`config.mk`:
```
export PLATFORM = sky130hd
export DESIGN_NAME = fcs_timing_ctl
export DESIGN_NICKNAME = d
export VERILOG_FILES = /design/src/rtl/fcs_timing_pkg.sv /design/src/rtl/fcs_len_decode.sv /design/src/rtl/fcs_phase_timer.sv /design/src/rtl/fcs_seq_fsm.sv /design/src/rtl/fcs_timing_ctl.sv
export SDC_FILE = /design/constraint.sdc
export NUM_CORES = 1
export LEC_CHECK = 0
export CAP_MARGIN = 10
export CORE_MARGIN = 4
export CORE_UTILIZATION = 30
export CTS_CLUSTER_DIAMETER = 150
export DETAILED_ROUTE_END_ITERATION = 12
export DONT_BUFFER_PORTS = 1
export PLACE_DENSITY_LB_ADDON = 0.1
export SYNTH_ARGS = -nofsm -noshare
export SYNTH_HDL_FRONTEND = slang
export SYNTH_SLANG_ARGS = --single-unit
```
`constraint.sdc`:
```
create_clock -name clk -period 5 [get_ports clk]
set_clock_uncertainty 0.05 [all_clocks]
set_input_delay 1 -clock clk [delete_from_list [all_inputs] [get_ports clk]]
set_output_delay 1 -clock clk [all_outputs]
set_load 0.05 [all_outputs]
```
`src/rtl/fcs_timing_pkg.sv`:
```
package fcs_timing_pkg;

   typedef enum logic [2:0] {
      FCS_IDLE,
      FCS_SETUP,
      FCS_CLOCK,
      FCS_HOLD,
      FCS_LINGER,
      FCS_GAP
   } fcs_state_e;

   localparam logic [1:0] LINGER_NONE    = 2'd0;
   localparam logic [1:0] LINGER_SHORT   = 2'd1;
   localparam logic [1:0] LINGER_LONG    = 2'd2;
   localparam logic [1:0] LINGER_FOREVER = 2'd3;

endpackage

```
`src/rtl/fcs_len_decode.sv`:
```
module fcs_len_decode #(
   parameter int GAP_W      = 4,
   parameter int CNT_W      = 8,
   parameter int EXT_SHORT  = 32,
   parameter int EXT_LONG   = 128,
   parameter int SHORT_HALF = 1,
   parameter int LONG_HALF  = 3
) (
   input  logic             setup_long_i,
   input  logic             hold_long_i,
   input  logic [GAP_W-1:0] gap_code_i,
   input  logic [1:0]       ext_code_i,
   output logic [CNT_W-1:0] setup_m1_o,
   output logic [CNT_W-1:0] hold_m1_o,
   output logic [CNT_W-1:0] gap_m1_o,
   output logic [CNT_W-1:0] ext_m1_o,
   output logic             ext_none_o,
   output logic             ext_forever_o
);
   import fcs_timing_pkg::*;

   localparam logic [CNT_W-1:0] SHORT_M1   = CNT_W'(SHORT_HALF - 1);
   localparam logic [CNT_W-1:0] LONG_M1    = CNT_W'(LONG_HALF - 1);
   localparam logic [CNT_W-1:0] EXT_S_M1   = CNT_W'(2 * EXT_SHORT - 1);
   localparam logic [CNT_W-1:0] EXT_L_M1   = CNT_W'(2 * EXT_LONG - 1);

   // setup and hold share one pair of lengths, so one mux each
   assign setup_m1_o = setup_long_i ? LONG_M1 : SHORT_M1;
   assign hold_m1_o  = hold_long_i  ? LONG_M1 : SHORT_M1;

   // gap of (code+1) serial clocks is 2*code+2 half periods, minus one
   assign gap_m1_o   = CNT_W'({gap_code_i, 1'b1});

   assign ext_m1_o      = (ext_code_i == LINGER_SHORT) ? EXT_S_M1 : EXT_L_M1;
   assign ext_none_o    = (ext_code_i == LINGER_NONE);
   assign ext_forever_o = (ext_code_i == LINGER_FOREVER);

endmodule

```
`src/rtl/fcs_phase_timer.sv`:
```
module fcs_phase_timer #(
   parameter int CNT_W = 8
) (
   input  logic             clk,
   input  logic             rst_n,
   input  logic             load_i,
   input  logic [CNT_W-1:0] load_val_i,
   output logic             expired_o
);
   logic [CNT_W-1:0] cnt_q;

   always_ff @(posedge clk or negedge rst_n) begin
      if (!rst_n) begin
         cnt_q <= '0;
      end else if (load_i) begin
         cnt_q <= load_val_i;
      end else if (cnt_q != '0) begin
         cnt_q <= cnt_q - 1'b1;
      end
   end

   assign expired_o = (cnt_q == '0);

endmodule

```
`src/rtl/fcs_seq_fsm.sv`:
```
module fcs_seq_fsm #(
   parameter int CNT_W = 8
) (
   input  logic             clk,
   input  logic             rst_n,
   input  logic             req_i,
   input  logic             seq_i,
   input  logic             done_i,
   input  logic             release_i,
   input  logic [CNT_W-1:0] setup_m1_i,
   input  logic [CNT_W-1:0] hold_m1_i,
   input  logic [CNT_W-1:0] gap_m1_i,
   input  logic [CNT_W-1:0] ext_m1_i,
   input  logic             ext_none_i,
   input  logic             ext_forever_i,
   input  logic             expired_i,
   output logic             load_o,
   output logic [CNT_W-1:0] load_val_o,
   output logic             cs_n_o,
   output logic             sck_en_o,
   output logic             ready_o
);
   import fcs_timing_pkg::*;

   fcs_state_e state_q, state_d;
   logic       pend_q, pend_d;     // deferred non-sequential request
   logic       force_q, force_d;   // release seen: skip extension

   always_comb begin
      state_d    = state_q;
      pend_d     = pend_q;
      force_d    = force_q;
      load_o     = 1'b0;
      load_val_o = '0;

      unique case (state_q)
         FCS_IDLE: begin
            if (req_i) begin
               state_d    = FCS_SETUP;
               load_o     = 1'b1;
               load_val_o = setup_m1_i;
            end
         end

         FCS_SETUP, FCS_CLOCK: begin
            if (release_i) begin
               state_d    = FCS_HOLD;
               force_d    = 1'b1;
               load_o     = 1'b1;
               load_val_o = hold_m1_i;
            end else if (state_q == FCS_SETUP) begin
               if (expired_i) state_d = FCS_CLOCK;
            end else if (done_i) begin
               state_d    = FCS_HOLD;
               load_o     = 1'b1;
               load_val_o = hold_m1_i;
            end
         end

         FCS_HOLD: begin
            if (release_i) force_d = 1'b1;
            if (expired_i) begin
               load_o = 1'b1;
               if (force_q || release_i || ext_none_i) begin
                  state_d    = FCS_GAP;
                  force_d    = 1'b0;
                  load_val_o = gap_m1_i;
               end else begin
                  state_d    = FCS_LINGER;
                  load_val_o = ext_m1_i;
               end
            end
         end

         FCS_LINGER: begin
            if (release_i) begin
               state_d    = FCS_GAP;
               load_o     = 1'b1;
               load_val_o = gap_m1_i;
            end else if (req_i && seq_i) begin
               state_d = FCS_CLOCK;
            end else if (req_i) begin
               state_d    = FCS_GAP;
               pend_d     = 1'b1;
               load_o     = 1'b1;
               load_val_o = gap_m1_i;
            end else if (!ext_forever_i && expired_i) begin
               state_d    = FCS_GAP;
               load_o     = 1'b1;
               load_val_o = gap_m1_i;
            end
         end

         FCS_GAP: begin
            if (expired_i) begin
               pend_d = 1'b0;
               if (pend_q) begin
                  state_d    = FCS_SETUP;
                  load_o     = 1'b1;
                  load_val_o = setup_m1_i;
               end else begin
                  state_d = FCS_IDLE;
               end
            end
         end

         default: state_d = FCS_IDLE;
      endcase
   end

   always_ff @(posedge clk or negedge rst_n) begin
      if (!rst_n) begin
         state_q <= FCS_IDLE;
         pend_q  <= 1'b0;
         force_q <= 1'b0;
      end else begin
         state_q <= state_d;
         pend_q  <= pend_d;
         force_q <= force_d;
      end
   end

   assign cs_n_o   = (state_q == FCS_IDLE) || (state_q == FCS_GAP);
   assign sck_en_o = (state_q == FCS_CLOCK);
   assign ready_o  = (state_q == FCS_IDLE) || (state_q == FCS_LINGER);

endmodule

```
`src/rtl/fcs_timing_ctl.sv`:
```
module fcs_timing_ctl #(
   parameter int GAP_W      = 4,
   parameter int EXT_SHORT  = 32,
   parameter int EXT_LONG   = 128,
   parameter int SHORT_HALF = 1,
   parameter int LONG_HALF  = 3
) (
   input  logic             clk,
   input  logic             rst_n,
   input  logic             xfer_req_i,
   input  logic             xfer_seq_i,
   input  logic             xfer_done_i,
   input  logic             cs_release_i,
   input  logic             cfg_setup_long_i,
   input  logic             cfg_hold_long_i,
   input  logic [GAP_W-1:0] cfg_gap_i,
   input  logic [1:0]       cfg_ext_i,
   output logic             cs_n_o,
   output logic             sck_en_o,
   output logic             ready_o
);
   localparam int EXT_BITS = $clog2(2 * EXT_LONG);
   localparam int GAP_BITS = GAP_W + 1;
   localparam int CNT_W    = (EXT_BITS > GAP_BITS) ? EXT_BITS : GAP_BITS;

   generate
      if (SHORT_HALF < 1) begin : g_bad_short
         $error("SHORT_HALF must be at least one half period");
      end
      if (LONG_HALF <= SHORT_HALF) begin : g_bad_long
         $error("LONG_HALF must exceed SHORT_HALF");
      end
      if (EXT_SHORT < 1 || EXT_LONG <= EXT_SHORT) begin : g_bad_ext
         $error("extension lengths must satisfy 0 < EXT_SHORT < EXT_LONG");
      end
      if (LONG_HALF > (1 << CNT_W)) begin : g_bad_width
         $error("phase counter too narrow for LONG_HALF");
      end
   endgenerate

   logic [CNT_W-1:0] setup_m1, hold_m1, gap_m1, ext_m1;
   logic             ext_none, ext_forever;
   logic             tmr_load, tmr_expired;
   logic [CNT_W-1:0] tmr_val;

   fcs_len_decode #(
      .GAP_W      (GAP_W),
      .CNT_W      (CNT_W),
      .EXT_SHORT  (EXT_SHORT),
      .EXT_LONG   (EXT_LONG),
      .SHORT_HALF (SHORT_HALF),
      .LONG_HALF  (LONG_HALF)
   ) u_decode (
      .setup_long_i  (cfg_setup_long_i),
      .hold_long_i   (cfg_hold_long_i),
      .gap_code_i    (cfg_gap_i),
      .ext_code_i    (cfg_ext_i),
      .setup_m1_o    (setup_m1),
      .hold_m1_o     (hold_m1),
      .gap_m1_o      (gap_m1),
      .ext_m1_o      (ext_m1),
      .ext_none_o    (ext_none),
      .ext_forever_o (ext_forever)
   );

   fcs_phase_timer #(.CNT_W(CNT_W)) u_timer (
      .clk        (clk),
      .rst_n      (rst_n),
      .load_i     (tmr_load),
      .load_val_i (tmr_val),
      .expired_o  (tmr_expired)
   );

   fcs_seq_fsm #(.CNT_W(CNT_W)) u_fsm (
      .clk           (clk),
      .rst_n         (rst_n),
      .req_i         (xfer_req_i),
      .seq_i         (xfer_seq_i),
      .done_i        (xfer_done_i),
      .release_i     (cs_release_i),
      .setup_m1_i    (setup_m1),
      .hold_m1_i     (hold_m1),
      .gap_m1_i      (gap_m1),
      .ext_m1_i      (ext_m1),
      .ext_none_i    (ext_none),
      .ext_forever_i (ext_forever),
      .expired_i     (tmr_expired),
      .load_o        (tmr_load),
      .load_val_o    (tmr_val),
      .cs_n_o        (cs_n_o),
      .sck_en_o      (sck_en_o),
      .ready_o       (ready_o)
   );

endmodule

```
Yosys cells after proc, flatten, opt, wreduce, memory -nomap -nowiden
Index checks and enable logic that the tools add are counted.
Storage, ports and cells
  register bits: 13
  bits in latches: 0
  bits in writable memories: 0
  memory bits (read-only): 0
  bits of input ports: 14
  output and inout port bits: 3
  word-level logic and storage cells: 91
  memories kept: 0
Cells by class
  add/sub/neg operators: 1
  $mul: 0
  div/mod/pow operators: 0
  order comparisons: 0
  equal/unequal tests: 16
  shift-type cells: 0
  multiplexer cells: 53
  bitwise operators: 0
  reductions and logical operators: 17
Operator list (count)
  2-to-1 mux 8 bit: 11
  one-hot mux 8 bit (5 select lines): 1
  2-to-1 mux 3 bit: 11
  2-to-1 mux 1 bit: 20
  one-hot mux 3 bit (5 select lines): 1
  2-to-1 mux 2 bit: 5
  logical NOT 8 bit: 1
  != test 2 bit, second input constant: 4
  != test 4 x 3 -> 1 bit, second input constant: 2
  nonzero test 8 bit: 1
  subtractor 8 x 1 -> 8 bit, second input constant: 1
  equality test 3 x 2 -> 1 bit, second input constant: 2
  equality test 3 bit, second input constant: 2
  AND reduction 6 bit: 1
  nonzero test 2 bit: 3
  2-to-1 mux 5 bit: 1
  != test 5 x 3 -> 1 bit, second input constant: 1
  one-hot mux 1 bit (5 select lines): 1
  AND reduction 5 bit: 1
  logical OR 1 bit: 4
  != test 2 x 1 -> 1 bit, second input constant: 2
  one-hot mux 1 bit (2 select lines): 2
  equality test 3 x 1 -> 1 bit, second input constant: 1
  logical NOT 3 bit: 1
  6 further kinds: 7

Longest topological paths before layout
  depth after elaboration: 9
  depth in mapped cells: 8
  mapped depth without buffers: 7

Cells and area by module
A second synthesis with hierarchy kept.
Second synthesis, totals
  cells, all modules: 170
  area total of the unflattened synthesis: 1411.4 um^2
By module, submodules not included
  fcs_seq_fsm: instances 1, cells each 80, area an instance 678.2 um^2, seq. area each 125.1 um^2
  fcs_phase_timer: instances 1, cells each 54, area an instance 476.7 um^2, seq. area each 200.2 um^2
  fcs_len_decode: instances 1, cells each 36, area an instance 256.5 um^2, seq. area each 0.0 um^2

Worst setup path after synthesis
OpenSTA, ideal clock, no wires.
  path kind: register to output
  start point: reg u_fsm.state_q[0]
  end point: out cs_n_o
  data arrival time: 1427 ps
  data required time: 3950 ps
  path slack: 2523 ps
  stages on the path, launching flop included: 5
  path buffers: 2
  cell sequence: dfrtp_1 buf_6 buf_2 xor2_1 nor2_1
Between the ends
  cells in the longest elaborated chain, start to end: 2
  elaborated cells between the ends (all ways): 3
  classes of those cells: eq/ne: 1; reduce/logical: 2
Ends and longest elaborated chain
  from (decl): RTL line fcs_seq_fsm.sv:25  | fcs_state_e state_q, state_d;
  from (signal assigned): RTL line fcs_seq_fsm.sv:117  | state_q <= state_d;
  equality test 3 bit / logical NOT 3 bit (equally long branches): RTL line fcs_seq_fsm.sv:123  | assign cs_n_o = (state_q == FCS_IDLE) || (state_q == FCS_GAP);
  logical OR 1 bit (*): RTL line fcs_seq_fsm.sv:123
  to (decl): RTL line fcs_timing_ctl.sv:18  | output logic cs_n_o,
Mark *: on every way between the ends. The rest lies on a longest branch, timed or not.

Worst setup path after layout
  start point: reg u_fsm.state_q[2]
  end point: out sck_en_o
Between the ends
  cells in the longest elaborated chain, start to end: 1
Ends and longest elaborated chain
  equality test 3 x 2 -> 1 bit: RTL line fcs_seq_fsm.sv:124  | assign sck_en_o = (state_q == FCS_CLOCK);
  to (decl): RTL line fcs_timing_ctl.sv:19  | output logic sck_en_o,
Every way passes these cells.

==> results.yml <==
power:
  power_density_nw_per_um2: 656.2
  peakVddDrop_mv: 0.2432
  p_leak_nw: 0.4500
setup_path:
  critPathArrivalTime_ps: 1830
  r2r_cells: 7
  cp.required_ps: 3950
  critPathMaxFanout: 13
  critical_path_class: "register to output pin"
  cp-end-kind: "output pin"
  cp-start-kind: "register"
clock_network:
  clk_pin_slew_ps: 90
  cts_buffer_depth: 2
  cts_inserted_buffers: 3
  clock_sinks: 13
  cts_setup_buffers: 0
  cts_hold_buf: 0
  clk_latency_ps: 280
  cts_tree: "done"
  cts_max_level: 1
  root_buffer: "clkbuf_4"
  cts_resized: 0
detailed_routing:
  ant_nets: 0
  num_vias: 921
  via_per_inst: 5.293
  firstDrtPassIters: 4
  wirelength_um: 2615
  drt-initial-drc-count: 39
  detail_route.wl_per_cell_um: 15.03
  post-route-drc-count: 0
synth:
  synth_common_cells: "nor2_1 (16), dfrtp_1 (13), nand2_1 (11), o21ai_0 (11)"
  async_flop_share_pct: 100.0
  synth_flop_cell: "dfrtp_1"
  synth_edf_count: 0
  yosysTopAreaCell: "dfrtp_1"
  yosysWarnings: 0
  netlist_top_cells_area: "dfrtp_1 (31%), nor2_1 (5.7%), o21ai_0 (5.2%), nand2_1 (3.9%), nand3_1 (3.8%)"
  synth_most_common_cell: "nor2_1"
  syn_nets: 147
  synth_cell_type_count: 41
  syn_area_um2: 1059
  synth-seq-cells: 13
  synthCells: 131
  seq_area_frac_synth_pct: 30.73
  avgSynthCellArea_um2: 8.080
  synth_top_area_share_pct: 30.73
sta:
  rsz0062_at_grt: "false"
  drv_slew: 0
  tightest_slew_ps: 886.3
  layout_min_cycle_time_ps: 2882
  tns_ps: 0
  min_period_over_period_pct: 57.65
  holdWs_ps: 356.7
  fmax_ghz: 0.3469
  finalHoldViolations: 0
  finalSetupViolCount: 0
  relSlewSlack_pct: 40.70
floorplan:
  start_util_pct: 31.47
  rows: 21
  ios: 17
  fp.dieW_um: 67.40
  dieArea_um2: 4543
  die_h_um: 67.40
  core_area_um2: 3363
place:
  place_congestion: 0.7708
  portBuffers: 0
  dp_hpwl_um: 2035
global_route:
  grtUsageTotal_pct: 13.63
  antenna_found_initial: 0
  gr-total-overflow: 0
  grt_pass1_vias: 945
  grt_max_degree: 18
  grt_pass1_wl_um: 4719
hold_path:
  hold_class: "primary input to async pin"
layout:
  fin_nets: 145
  nFillCells: 401
  drive_above_1_share_pct: 7.031
  synthToLayoutAreaGrowth_pct: 3.310
  diodes: 0
status:
  status: "finished clean"
run:
  cap_violations: 0
[power by group]
part           leakage [nW]  switching (mW)  internal (mW)
sequential            0.157          0.0857          0.149
clock                0.0150          0.0350         0.0309
combinational         0.278           0.241          0.176
total                 0.450           0.361          0.356
[area by class of cell]
class	instances	area [um2]	share of cell area, %
clock buffers	4	26.28	2.403
inverters	8	30.03	2.746
multi-input cells	103	654.4	59.84
flip-flops and latches	13	325.3	29.75
well taps	46	57.56	5.263
[per-stage QoR]
step	area (um2)	utilization [%]	worst slack [ps]	std cells	power [mW]
CTS	1094	32.51	2089	174	0.7289
global route	1094	32.51	1975	174	0.8001
global placement	1067	31.73	2436	170	0.6561
finish	1094	32.51	2118	174	0.7176
detailed placement	1067	31.73	2415	170	0.6564
floorplan	1059	-	2523	131	0.5998
[sequential cells by signal, summed over array words and instances, names as in the netlist]
signal         cells
u_fsm.force_q      1
u_fsm.state_q      3
u_fsm.pend_q       1
u_timer.cnt_q      8
[path summary, 6_finish.rpt]
path,startpoint,to,slack (ps)
worst max-delay path,u_fsm.state_q[2],sck_en_o,2120
worst max register to register,u_timer.cnt_q[0],u_timer.cnt_q[1],2520
max in group asynchronous,rst_n,u_timer.cnt_q[0],4460
worst min register to register,u_fsm.pend_q,u_fsm.pend_q,510
worst min-delay path,rst_n,u_fsm.state_q[1],360
min in group clk,u_fsm.pend_q,u_fsm.pend_q,510
[logic make-up after synthesis]
| group | synth area share (%) |
|---|---|
| flops | 30.73 |
| xor+xnor | 4.138 |
| compound gates | 22.93 |
| mux | 1.891 |
| buf+inv | 7.446 |
| simple gates | 30.50 |
| fa+ha+maj | 2.364 |
[critical path, stage by stage (launching register included)]
cell and delay (ps):
dfrtp_1 550, inv_1 190, nand2_1 100, nor2_1 700
[routing by layer]
metal  up-vias  share of wire (%)  GRT usage, %  routed length (um)
met5         -                  0             0                   0
li1        460                  -             -                   -
met2        19                 48         22.58                1243
met1       440                 47         17.55                1219
met3         2                4.8         2.829                 125
met4         0                1.0         4.557                  27
[layout by cell type (no fill, tap or decap), drive strengths merged, types with 3 or more instances in the layout]
master	netlist	routed
dfrtp	13	13
a21oi	6	6
inv	8	8
xnor2	3	3
o21ai	14	14
nand3	8	8
nor3b	4	4
clkbuf	1	4
a31oi	5	5
nor2	17	17
nand2	12	12
nor3	4	4
nor2b	4	4
No activity file was read; power rests on OpenSTA's default activity.
